===== src/rtl/rxq_pkg.sv =====
package rxq_pkg;
   typedef enum logic {
      FLOW_GO   = 1'b0,
      FLOW_STOP = 1'b1
   } flow_state_e;
endpackage


===== src/rtl/rxq_store.sv =====
module rxq_store #(
   parameter int DATA_W = 8,
   parameter int DEPTH  = 64,
   localparam int PTR_W = $clog2(DEPTH),
   localparam int CNT_W = $clog2(DEPTH + 1)
) (
   input  logic              clk,
   input  logic              rst_n,
   input  logic              wr_en,
   input  logic [DATA_W-1:0] wr_data,
   input  logic              rd_en,
   output logic [DATA_W-1:0] rd_data,
   output logic [CNT_W-1:0]  count,
   output logic              ovf
);
   logic [DATA_W-1:0] mem [DEPTH];
   logic [PTR_W-1:0]  wr_ptr, rd_ptr;
   logic              rd_ok, wr_ok;

   function automatic logic [PTR_W-1:0] ptr_next(input logic [PTR_W-1:0] p);
      return (p == PTR_W'(DEPTH - 1)) ? '0 : p + 1'b1;
   endfunction

   // a read needs data; a write needs room, or a read freeing a slot
   assign rd_ok = rd_en && (count != '0);
   assign wr_ok = wr_en && ((count != CNT_W'(DEPTH)) || rd_ok);

   always_ff @(posedge clk) begin
      if (wr_ok) mem[wr_ptr] <= wr_data;
   end

   always_ff @(posedge clk or negedge rst_n) begin
      if (!rst_n) begin
         wr_ptr  <= '0;
         rd_ptr  <= '0;
         count   <= '0;
         rd_data <= '0;
         ovf     <= 1'b0;
      end else begin
         if (wr_ok) wr_ptr <= ptr_next(wr_ptr);
         if (rd_ok) begin
            rd_ptr  <= ptr_next(rd_ptr);
            rd_data <= mem[rd_ptr];
         end
         case ({wr_ok, rd_ok})
            2'b10:   count <= count + 1'b1;
            2'b01:   count <= count - 1'b1;
            default: count <= count;
         endcase
         if (wr_en && !wr_ok) ovf <= 1'b1;
      end
   end

   a_r2_level_bound: assert property (@(posedge clk) disable iff (!rst_n)
      count <= CNT_W'(DEPTH));
   a_r3_full_drop: assert property (@(posedge clk) disable iff (!rst_n)
      (count == CNT_W'(DEPTH) && wr_en && !rd_en) |=> (count == CNT_W'(DEPTH) && ovf));
   a_r3_ovf_sticky: assert property (@(posedge clk) disable iff (!rst_n)
      ovf |=> ovf);
   a_r4_empty_read: assert property (@(posedge clk) disable iff (!rst_n)
      (count == '0 && rd_en && !wr_en) |=> (count == '0 && $stable(rd_data)));
endmodule


===== src/rtl/rxq_trig.sv =====
module rxq_trig #(
   parameter int DEPTH = 64,
   parameter int LVL_W = 8,
   localparam int CNT_W = $clog2(DEPTH + 1)
) (
   input  logic             clk,
   input  logic             rst_n,
   input  logic [CNT_W-1:0] count,
   input  logic [LVL_W-1:0] trig_lvl,
   output logic [CNT_W-1:0] trig_c,
   output logic             irq
);
   // trigger values above the depth act as the depth
   assign trig_c = (trig_lvl > LVL_W'(DEPTH)) ? CNT_W'(DEPTH) : trig_lvl[CNT_W-1:0];
   assign irq    = (count >= trig_c);

   a_r11_trig_clamped: assert property (@(posedge clk) disable iff (!rst_n)
      trig_c <= CNT_W'(DEPTH));
   a_r5_irq_when_full: assert property (@(posedge clk) disable iff (!rst_n)
      (count == CNT_W'(DEPTH)) |-> irq);
endmodule


===== src/rtl/rxq_flow.sv =====
module rxq_flow
   import rxq_pkg::*;
#(
   parameter int DEPTH = 64,
   parameter int LVL_W = 8,
   localparam int CNT_W = $clog2(DEPTH + 1)
) (
   input  logic             clk,
   input  logic             rst_n,
   input  logic [CNT_W-1:0] count,
   input  logic [CNT_W-1:0] trig_c,
   input  logic [LVL_W-1:0] hyst,
   input  logic             auto_en,
   input  logic             pin_sel,
   input  logic             sw_rts,
   input  logic             sw_dtr,
   output logic             rts_n,
   output logic             dtr_n
);
   flow_state_e      state;
   logic [LVL_W:0]   up_sum;
   logic [LVL_W-1:0] lo_diff;
   logic [CNT_W-1:0] upper, lower;
   logic [1:0]       sw_bits, pin_n;

   assign up_sum  = {1'b0, LVL_W'(trig_c)} + {1'b0, hyst};
   assign upper   = (up_sum > (LVL_W + 1)'(DEPTH)) ? CNT_W'(DEPTH) : up_sum[CNT_W-1:0];
   assign lo_diff = (LVL_W'(trig_c) > hyst) ? (LVL_W'(trig_c) - hyst) : '0;
   assign lower   = lo_diff[CNT_W-1:0];

   always_ff @(posedge clk or negedge rst_n) begin
      if (!rst_n) begin
         state <= FLOW_GO;
      end else if (!auto_en) begin
         state <= FLOW_GO;
      end else if (count >= upper) begin
         state <= FLOW_STOP;
      end else if (count < lower) begin
         state <= FLOW_GO;
      end
   end

   assign sw_bits = {sw_dtr, sw_rts};

   for (genvar g = 0; g < 2; g++) begin : g_pin
      always_comb begin
         if (auto_en && (pin_sel == g[0]))
            pin_n[g] = !sw_bits[g] || (state == FLOW_STOP);
         else
            pin_n[g] = !sw_bits[g];
      end
   end

   assign rts_n = pin_n[0];
   assign dtr_n = pin_n[1];

   a_r6_stop_at_upper: assert property (@(posedge clk) disable iff (!rst_n)
      (auto_en && count >= upper) |=> (state == FLOW_STOP || !auto_en));
   a_r7_hold_between: assert property (@(posedge clk) disable iff (!rst_n)
      (auto_en && count < upper && count >= lower) |=> (state == $past(state) || !auto_en));
   a_r9_unsel_follows: assert property (@(posedge clk) disable iff (!rst_n)
      (pin_sel == 1'b0) |-> (dtr_n == !sw_dtr));
   a_r10_manual: assert property (@(posedge clk) disable iff (!rst_n)
      !auto_en |-> (rts_n == !sw_rts && dtr_n == !sw_dtr));
endmodule


===== src/rtl/rxq_top.sv =====
module rxq_top #(
   parameter int DATA_W = 8,
   parameter int DEPTH  = 64,
   parameter int LVL_W  = 8,
   localparam int CNT_W = $clog2(DEPTH + 1)
) (
   input  logic              clk,
   input  logic              rst_n,
   input  logic              wr_en,
   input  logic [DATA_W-1:0] wr_data,
   input  logic              rd_en,
   output logic [DATA_W-1:0] rd_data,
   output logic [LVL_W-1:0]  level,
   input  logic [LVL_W-1:0]  trig_lvl,
   input  logic [LVL_W-1:0]  hyst,
   input  logic              auto_en,
   input  logic              pin_sel,
   input  logic              sw_rts,
   input  logic              sw_dtr,
   output logic              irq,
   output logic              ovf,
   output logic              rts_n,
   output logic              dtr_n
);
   logic [CNT_W-1:0] count, trig_c;

   if (DEPTH < 2) begin : g_bad_depth
      $error("rxq_top: DEPTH must be at least 2");
   end
   if (LVL_W < CNT_W) begin : g_bad_lvl
      $error("rxq_top: LVL_W too narrow for DEPTH");
   end

   rxq_store #(.DATA_W(DATA_W), .DEPTH(DEPTH)) u_store (
      .clk(clk), .rst_n(rst_n), .wr_en(wr_en), .wr_data(wr_data),
      .rd_en(rd_en), .rd_data(rd_data), .count(count), .ovf(ovf)
   );

   rxq_trig #(.DEPTH(DEPTH), .LVL_W(LVL_W)) u_trig (
      .clk(clk), .rst_n(rst_n), .count(count), .trig_lvl(trig_lvl),
      .trig_c(trig_c), .irq(irq)
   );

   rxq_flow #(.DEPTH(DEPTH), .LVL_W(LVL_W)) u_flow (
      .clk(clk), .rst_n(rst_n), .count(count), .trig_c(trig_c), .hyst(hyst),
      .auto_en(auto_en), .pin_sel(pin_sel), .sw_rts(sw_rts), .sw_dtr(sw_dtr),
      .rts_n(rts_n), .dtr_n(dtr_n)
   );

   assign level = LVL_W'(count);
endmodule


===== config.mk =====
export PLATFORM = sky130hd
export DESIGN_NAME = rxq_top
export DESIGN_NICKNAME = d
export VERILOG_FILES = /design/src/rtl/rxq_pkg.sv /design/src/rtl/rxq_store.sv /design/src/rtl/rxq_trig.sv /design/src/rtl/rxq_flow.sv /design/src/rtl/rxq_top.sv
export SDC_FILE = /design/constraint.sdc
export NUM_CORES = 1
export LEC_CHECK = 0
export BUFFER_PORTS_ARGS = -buffer_cell sky130_fd_sc_hd__buf_2
export CAP_MARGIN = 25
export CORE_UTILIZATION = 40
export CTS_CLUSTER_SIZE = 24
export DETAILED_ROUTE_END_ITERATION = 7
export GPL_TIMING_DRIVEN = 1
export PLACE_DENSITY = 0.67
export SYNTH_ARGS = -nofsm -noshare
export SYNTH_HDL_FRONTEND = slang
export SYNTH_SLANG_ARGS = --single-unit

===== constraint.sdc =====
create_clock -name clk -period 6.22 [get_ports clk]
set_clock_uncertainty 0.15 [all_clocks]
set_input_delay 1.244 -clock clk [delete_from_list [all_inputs] [get_ports clk]]
set_output_delay 1.244 -clock clk [all_outputs]
set_load 0.03 [all_outputs]

==> results.json, run 1 <==
{
  "timing.critical_path.arrival_ns": 5.11,
  "drt_iter0_markers": 1125,
  "synth-xor-area-share_pct": 0.656,
  "setup_tns_ns": 0,
  "vias": 11800,
  "min_period_ns": 4.81,
  "synth_edf_count": 512,
  "vias_per_cell": 5.51,
  "rsz0062_at_grt": "no",
  "avgRoutedWirePerCell_um": 22.1,
  "avgSynthCellArea_sq_um": 17.5,
  "post-route-period-util_pct": 77.3,
  "chipHeight_um": 240,
  "cts_inserted_buffers": 53,
  "crit_family": "compound AO/OA/AOI/OAI gates",
  "io_pins": 52,
  "grt_overflow": 0,
  "start_util_pct": 40.9,
  "die-area_sq_um": 57700,
  "critPathMaxFanout": 8,
  "ys_ff_latch": 541,
  "dr.pass1.iters": 5,
  "max_stage_delay_ns": 0.45,
  "cts_htree_levels": 2,
  "critPathRequiredTime_ns": 6.52,
  "grt_pass1_vias": 11900,
  "synth_compound_area_share_pct": 5.12,
  "yosys_warnings": 0,
  "power.total_uw": 10100,
  "die_x_um": 240,
  "diodes": 0,
  "area_delta_synth_final_pct": 11.6,
  "gp_congestion": 0.883,
  "synth.net_count": 1372,
  "synth_mux_area_share_pct": 13.3,
  "grt_pass1_wl_um": 72000,
  "clock-sinks": 541,
  "num-fill-cells": 4755,
  "port_buffers": 50,
  "ys_types": 61,
  "cts.hold.buffers_added": 0,
  "antenna_found_initial": 0,
  "finalHoldViolations": 0,
  "clk_pin_slew_ns": 0.06,
  "tritoncts": "done",
  "synthAdderAreaFrac_pct": 2.53,
  "r2r_start": "u_store.count[1]",
  "finalInstanceArea_sq_um": 25300,
  "postCtsSetupBuffers": 0,
  "slew_headroom_pct": 33.4,
  "drive_gt1_share_pct": 18.0,
  "grt_max_degree": 71,
  "synth_cells": 1296,
  "p_per_area_nw_per_um2": 399,
  "max_clock_freq_mhz": 208,
  "multi_input_area_sq_um": 6070,
  "p_leak_uw": 0.00842,
  "hold_class": "flop to flop",
  "critical_path_class": "input pin to flop",
  "row_count": 86,
  "drtAntennaViolNets": 0,
  "mostFrequentLayoutCells": "edfxtp_1, nor2_1, mux4_2",
  "critPathLaunchType": "input pin",
  "root_buffer": "clkbuf_16",
  "hold_start": "u_store.ovf",
  "clk_latency_ns": 0.59,
  "final_net_count": 1427,
  "tightest_slew_ns": 1.00,
  "final-setup-viol-count": 0,
  "core_sq_um": 55500,
  "seqCellArea_sq_um": 16100,
  "synth_top_family_by_area": "multiplexers",
  "worstSetupStartpoint": "trig_lvl[7]",
  "ir_drop_v": 0.000297,
  "drc": 0,
  "run_status": "finished, final reports clean",
  "path_buf_inv": 2,
  "track_usage_pct": 16.7,
  "cp_cell_sequence": "buf_2 -> nor2_1 -> nand2_1 -> inv_1 -> ha_1 -> nand2b_1 -> a21oi_1 -> o211ai_1 -> a211oi_1 -> mux2_2 -> o211a_1 -> ha_1 -> nand2b_1 -> a21o_1 -> a21oi_1 -> o211ai_1 -> a221oi_1 -> a211oi_1",
  "layout_commonest_cell": "edfxtp_1",
  "whs_ns": 0.324,
  "synth_area_sq_um": 22700,
  "slowest_stage": "nor2_1",
  "cts_resized": 0,
  "async_reset_ff_share_pct": 5.36,
  "synth-simple-area-share_pct": 5.09,
  "drv_slew": 0,
  "endpoint_kind": "flop",
  "dp_hpwl_um": 28200,
  "cts_max_path_buffers": 3,
  "ys_seq_area_share_pct": 71.0,
  "drv_cap": 0,
  "dpl_cell_area_sq_um": 23600,
  "routed_wl_um": 47400,
  "final_util_pct": 45.6,
  "ys.flop_type": "edfxtp_1"
}
-- cells in the mapped netlist, types with 11 or more instances --
library cell    n  area share (%)
a211oi_1       18            0.60
a21oi_1        45            0.99
a22oi_1        24            0.79
buf_2          21            0.46
clkbuf_1       15            0.25
dfrtp_1        29             3.2
edfxtp_1      512              68
ha_1           41             2.3
inv_1          31            0.51
mux2i_1        81             3.6
mux4_2         96             9.5
nand2_1        47            0.78
nand3_1        12            0.26
nand3b_1       11            0.36
nor2_1        103             1.7
nor2b_1        23            0.63
nor3_1         20            0.44
o22ai_1        17            0.47
-- sequential cells by signal, indices dropped and copies added (netlist names) --
signal,cells
u_store.mem,512
u_store.wr_ptr,6
u_store.rd_data,8
u_store.ovf,1
u_flow.state,1
u_store.count,7
u_store.rd_ptr,6
-- layout make-up --
type,count,share of cell area (%)
clock inverters,24,0.806
inverters,32,0.474
clock buffers,75,5.89
multi-input cells,659,24.0
well taps,748,3.70
repair buffers,64,1.50
flip-flops and latches,541,63.6
-- report_power, final --
part / internal (uW) / switching [uW] / leakage (uW)
clock: 1790 / 1330 / 0.000820
combinational: 965 / 1410 / 0.00264
sequential: 4200 / 393 / 0.00495
-- routing by layer --
layer / track usage, % / vias to the layer above / share of wire (%)
li1: - / 5278 / -
met1: 23.1 / 5952 / 42
met2: 26.6 / 490 / 47
met3: 3.10 / 90 / 7.9
met4: 5.54 / 0 / 2.6
met5: 0 / - / 0
-- path summary, 6_finish.rpt --
| kind | endpoint | depth (start not counted) | slack (ns) |
|---|---|---|---|
| min in group asynchronous | u_store.count[0] | 1 | 0.56 |
| max in group asynchronous | u_store.rd_ptr[0] | 1 | 4.81 |
| hold reg to reg | u_store.ovf | 1 | 0.32 |
| hold / removal | u_store.ovf | 1 | 0.32 |
| setup / recovery | u_flow.state | 18 | 1.41 |
| setup reg to reg | u_store.mem[34][3] | 5 | 2.49 |
-- kinds of logic after synthesis --
logic type | Yosys count
buf+inv | 96
mux | 181
flops | 541
simple gates | 245
compound gates | 171
fa+ha+maj | 44
other cells | 1
xor+xnor | 17
-- worst register-to-register path, cell delays in order, from the launching register on --
cell and delay (ns):
dfrtp_1 0.65, nor2_1 0.16, a31oi_2 0.53, nor2b_1 0.35, nand3b_1 0.62, nor2_1 0.91
-- metrics by stage --
step / std cells / setup slack (ns)
after floorplan: 1296 / 1.54
after global placement: 2043 / 1.09
after detailed placement: 2044 / 0.852
after CTS: 2143 / 1.42
after global routing: 2143 / 1.12
final: 2143 / 1.41
(Power assumes the default switching activity.)
==> inputs of run 2 (changes only) <==
--- a/config.mk
+++ b/config.mk
@@ -11,7 +11,7 @@
 export CTS_CLUSTER_SIZE = 24
 export DETAILED_ROUTE_END_ITERATION = 7
 export GPL_TIMING_DRIVEN = 1
-export PLACE_DENSITY = 0.67
+export PLACE_DENSITY = 0.69
 export SYNTH_ARGS = -nofsm -noshare
 export SYNTH_HDL_FRONTEND = slang
 export SYNTH_SLANG_ARGS = --single-unit
==> constraint.sdc (replaced) <==
create_clock -name clk -period 4.15 [get_ports clk]
set_clock_uncertainty 0.15 [all_clocks]
set_input_delay 0.83 -clock clk [delete_from_list [all_inputs] [get_ports clk]]
set_output_delay 0.83 -clock clk [all_outputs]
set_load 0.03 [all_outputs]
==> results.json, run 2 (synthesis results as in run 1) <==
{
  "finalHoldViolations": 0,
  "tightest_slew_ns": 1.01,
  "worstSetupStartpoint": "trig_lvl[7]",
  "drv_slew": 0,
  "clk_latency_ns": 0.60,
  "clock-sinks": 541,
  "grt_pass1_wl_um": 73100,
  "fin_ws_ns": 0.430,
  "vias": 12000,
  "clk_pin_slew_ns": 0.06,
  "run_status": "finished, final reports clean",
  "cp_common_cell": "ha_1",
  "ir_drop_v": 0.000528,
  "root_buffer": "clkbuf_16",
  "avgRoutedWirePerCell_um": 21.2,
  "drc": 0,
  "postCtsSetupBuffers": 0,
  "largest_reg_flops": 512,
  "cts.hold.buffers_added": 0,
  "largest_registers": "u_store.mem: 512 flops, u_store.rd_data: 8 flops, u_store.count: 7 flops",
  "hold_class": "input pin to asynchronous set/reset pin",
  "max_stage_delay_ns": 0.38,
  "reg2reg_depth": 11,
  "setup_tns_ns": 0,
  "port_buffers": 50,
  "final_net_count": 1522,
  "max_clock_freq_mhz": 269,
  "vias_per_cell": 5.39,
  "dp_hpwl_um": 30700,
  "r2r_slack_ns": 0.86,
  "pre_cts_slack_ns": -0.139,
  "post-route-period-util_pct": 89.6,
  "core_sq_um": 55500,
  "dr.pass1.iters": 5,
  "finalInstanceArea_sq_um": 26100,
  "p_per_area_nw_per_um2": 578,
  "io_pins": 52,
  "row_count": 86,
  "routed_wl_um": 47300,
  "area_delta_synth_final_pct": 14.9,
  "crit_family": "compound AO/OA/AOI/OAI gates",
  "drive_gt1_share_pct": 22.9,
  "drt_iter0_markers": 1026,
  "cts_resized": 0,
  "slew_headroom_pct": 32.9,
  "die_x_um": 240,
  "tritoncts": "done",
  "rsz0062_at_grt": "no",
  "critPathLaunchType": "input pin",
  "drtAntennaViolNets": 0,
  "critPathMaxFanout": 4,
  "critical_path_class": "input pin to flop",
  "endpoint_kind": "flop",
  "timing.critical_path.arrival_ns": 4.04,
  "track_usage_pct": 16.9,
  "antenna_found_initial": 0,
  "cts_max_path_buffers": 3,
  "min_period_ns": 3.72,
  "final-setup-viol-count": 0,
  "r2r_start": "u_store.count[2]",
  "mostFrequentLayoutCells": "edfxtp_1, nor2_1, buf_4",
  "grt_pass1_vias": 12200,
  "gp_congestion": 0.923,
  "slowest_stage": "fa_1",
  "reg2reg_to": "u_store.count[5]",
  "diodes": 0,
  "cts_inserted_buffers": 53,
  "grt_overflow": 0,
  "dpl_cell_area_sq_um": 24400,
  "path_buf_inv": 2,
  "layout_commonest_cell": "edfxtp_1",
  "chipHeight_um": 240,
  "cp_cell_sequence": "buf_2 -> nor2_4 -> nand2_1 -> inv_1 -> ha_1 -> fa_1 -> nor2b_1 -> o21a_1 -> o21ai_0 -> nand3_1 -> nor4_1 -> o211a_1 -> ha_1 -> nand2b_1 -> a21o_1 -> a21oi_1 -> o211ai_1 -> a221oi_1 -> a211oi_1",
  "critPathRequiredTime_ns": 4.47,
  "p_leak_uw": 0.00892,
  "cts_htree_levels": 2,
  "largest_register": "u_store.mem",
  "start_util_pct": 40.9,
  "grt_max_degree": 65,
  "drv_cap": 0,
  "die-area_sq_um": 57700
}
==> run 2: metrics by stage <==
step	utilization, %	hold WS, ns	instances	power (uW)
after floorplan	-	0.384	1296	9410
after global placement	43.8	0.307	2134	10600
after detailed placement	44.0	0.335	2137	10700
after CTS	46.9	0.136	2233	15200
after global routing	46.9	0.191	2235	15700
final	46.9	0.147	2235	15100
==> run 2: area by class of cell <==
type / count / area (sq um)
clock buffer: 83 / 1510
clock inverter: 13 / 97.6
fill: 4709 / 29500
inverter: 32 / 120
multi-input combinational: 659 / 6080
sequential: 541 / 16100
tap: 748 / 936
timing repair buffer: 159 / 1210
==> run 2: worst max-delay path by stage <==
stage | depth (start not counted) | slack [ns] | endpoint
finish | 19 | 0.43 | u_flow.state
global route | 19 | 0.1 | u_flow.state
CTS | 9 | 0.41 | irq
detailed placement | 19 | -0.14 | u_flow.state
global placement | 19 | -0.07 | u_flow.state
floorplan | 17 | 0.08 | u_flow.state
==> run 2: power by group <==
part           total, uW  internal, uW  switching [uW]
logic               3820          1580            2240
registers           6780          6300             480
clock network       4470          2550            1920
total              15100         10400            4640
==> run 2: worst register-to-register path, cell delays in order, from the launching register on <==
cell and delay, ns:
dfrtp_1 0.51, or4_4 0.57, o41a_4 0.44, nand2_4 0.13
inv_1 0.11, ha_1 0.29, a21o_1 0.16, a21oi_1 0.22
o21bai_1 0.09, a21oi_1 0.18, xnor2_1 0.08, mux2_4 0.25
==> run 2: routing by layer <==
layer / global-route usage [%] / share of wire, %
met2: 27.5 / 48
met3: 2.39 / 5.6
met1: 23.4 / 44
met4: 5.40 / 2.2
met5: 0 / 0
==> inputs of run 3 (changes only) <==
--- a/config.mk
+++ b/config.mk
@@ -7,11 +7,14 @@
 export LEC_CHECK = 0
 export BUFFER_PORTS_ARGS = -buffer_cell sky130_fd_sc_hd__buf_2
 export CAP_MARGIN = 25
+export CELL_PAD_IN_SITES_DETAIL_PLACEMENT = 1
+export CELL_PAD_IN_SITES_GLOBAL_PLACEMENT = 1
 export CORE_UTILIZATION = 40
 export CTS_CLUSTER_SIZE = 24
 export DETAILED_ROUTE_END_ITERATION = 7
 export GPL_TIMING_DRIVEN = 1
-export PLACE_DENSITY = 0.69
+export PLACE_DENSITY = 0.76
+export REMOVE_ABC_BUFFERS = 1
 export SYNTH_ARGS = -nofsm -noshare
 export SYNTH_HDL_FRONTEND = slang
 export SYNTH_SLANG_ARGS = --single-unit
==> results.json, run 3 (synthesis results as in run 1) <==
{
  "layout_commonest_cell": "edfxtp_1",
  "die_x_um": 240,
  "diodes": 0,
  "gp_congestion": 0.831,
  "clock-sinks": 541,
  "area_delta_synth_final_pct": 15.5,
  "grt_pass1_wl_um": 81900,
  "critPathMaxFanout": 4,
  "endpoint_kind": "flop",
  "cts.hold.buffers_added": 0,
  "r2r_slack_ns": 0.94,
  "root_buffer": "clkbuf_16",
  "port_buffers": 50,
  "dp_cells": 2153,
  "cts_inserted_buffers": 53,
  "clk_pin_slew_ns": 0.06,
  "reg2reg_to": "u_store.count[5]",
  "whs_ns": 0.185,
  "rsz0062_at_grt": "no",
  "min_period_ns": 3.83,
  "chipHeight_um": 240,
  "max_clock_freq_mhz": 261,
  "crit_family": "compound AO/OA/AOI/OAI gates",
  "drc": 0,
  "cp_cell_sequence": "buf_2 -> nor2_1 -> nand2_1 -> inv_1 -> ha_1 -> fa_1 -> nor2b_1 -> o21a_1 -> o21ai_0 -> nand3_1 -> nor4_1 -> o211a_1 -> ha_1 -> nand2b_1 -> a21o_1 -> a21oi_1 -> o211ai_1 -> a221oi_1 -> a211oi_1",
  "final_net_count": 1538,
  "final-setup-viol-count": 0,
  "vias": 12400,
  "cts_resized": 0,
  "clk_latency_ns": 0.58,
  "p_leak_uw": 0.00901,
  "tightest_slew_ns": 1.03,
  "antenna_found_initial": 0,
  "slew_headroom_pct": 31.4,
  "avgRoutedWirePerCell_um": 24.2,
  "grt_pass1_vias": 13100,
  "critical_path_class": "input pin to flop",
  "postCtsSetupBuffers": 0,
  "cts_max_path_buffers": 3,
  "cts_htree_levels": 2,
  "run_status": "finished, final reports clean",
  "slowest_stage": "fa_1",
  "largest_registers": "u_store.mem: 512 flops, u_store.rd_data: 8 flops, u_store.count: 7 flops",
  "timing.critical_path.arrival_ns": 4.12,
  "dr.pass1.iters": 5,
  "tritoncts": "done",
  "drive_gt1_share_pct": 23.8,
  "dp_hpwl_um": 34700,
  "reg2reg_depth": 11,
  "start_util_pct": 40.9,
  "drv_slew": 0,
  "routed_wl_um": 54400,
  "vias_per_cell": 5.50,
  "drt_iter0_markers": 1019,
  "post-route-period-util_pct": 92.2,
  "track_usage_pct": 19.1,
  "largest_reg_flops": 512,
  "r2r_start": "u_store.count[4]",
  "p_per_area_nw_per_um2": 590,
  "finalHoldViolations": 0,
  "mostFrequentLayoutCells": "edfxtp_1, buf_4, nor2_1",
  "final_util_pct": 47.2,
  "hold_class": "input pin to asynchronous set/reset pin",
  "num-fill-cells": 5414,
  "critPathRequiredTime_ns": 4.44,
  "drv_cap": 0,
  "drtAntennaViolNets": 0,
  "path_buf_inv": 2,
  "core_sq_um": 55500,
  "largest_register": "u_store.mem",
  "critPathLaunchType": "input pin",
  "die-area_sq_um": 57700,
  "power.total_uw": 15500,
  "row_count": 86,
  "final_cells": 2249,
  "max_stage_delay_ns": 0.40,
  "grt_overflow": 0,
  "io_pins": 52,
  "grt_max_degree": 65,
  "ir_drop_v": 0.000499,
  "cp_common_cell": "ha_1"
}
## run 3: per-stage QoR
step / setup slack (ns) / area [sq um] / TNS, ns
2_1_floorplan: -2.41 / 22300 / -30.63
3_3_place_gp: -0.0982 / 24500 / -0.0982
3_5_place_dp: -0.265 / 24500 / -0.265
4_1_cts: 0.330 / 26200 / 0
5_1_grt: 0.0133 / 26200 / 0
6_report: 0.324 / 26200 / 0
## run 3: how the worst max path moves through the flow
stage                                    end  depth (start not counted)         startpoint
after floorplan           u_store.rd_data[3]                          6  u_store.rd_ptr[0]
after detailed placement        u_flow.state                         19        trig_lvl[7]
after global placement          u_flow.state                         20        trig_lvl[7]
after global routing            u_flow.state                         19        trig_lvl[7]
after CTS                       u_flow.state                         19        trig_lvl[7]
final                           u_flow.state                         19        trig_lvl[7]
## run 3: power breakdown
group,switching [uW],internal (uW),total [uW]
combinational,2440,1600,4040
sequential,459,6300,6760
clock,1960,2710,4670
total,4860,10600,15500
## run 3: cell type report
class	instances	area, sq um	share of cell area [%]
tap	748	936	3.57
inverter	32	120	0.459
clock inverter	28	280	1.07
sequential	541	16100	61.5
timing repair buffer	175	1300	4.97
multi-input combinational	659	6070	23.2
clock buffer	66	1380	5.25
## run 3: worst reg2reg max path, delay by kind of cell (launching register included)
| kind | cells | cell delay, ns |
|---|---|---|
| AO/OA/AOI/OAI | 5 | 1.10 |
| XOR/XNOR | 1 | 0.09 |
| adder cells (fa/ha/maj) | 1 | 0.29 |
| buffers and inverters | 1 | 0.12 |
| flip-flops | 1 | 0.38 |
| multiplexers | 1 | 0.25 |
| AND/OR/NAND/NOR | 2 | 0.70 |
## run 3: metal layers
metal	up-vias	track usage, %	share of wire [%]
li1	5469	-	-
met1	6396	25.6	42
met2	414	32.1	49
met3	94	2.68	5.7
met4	0	5.91	2.8
met5	-	0	0
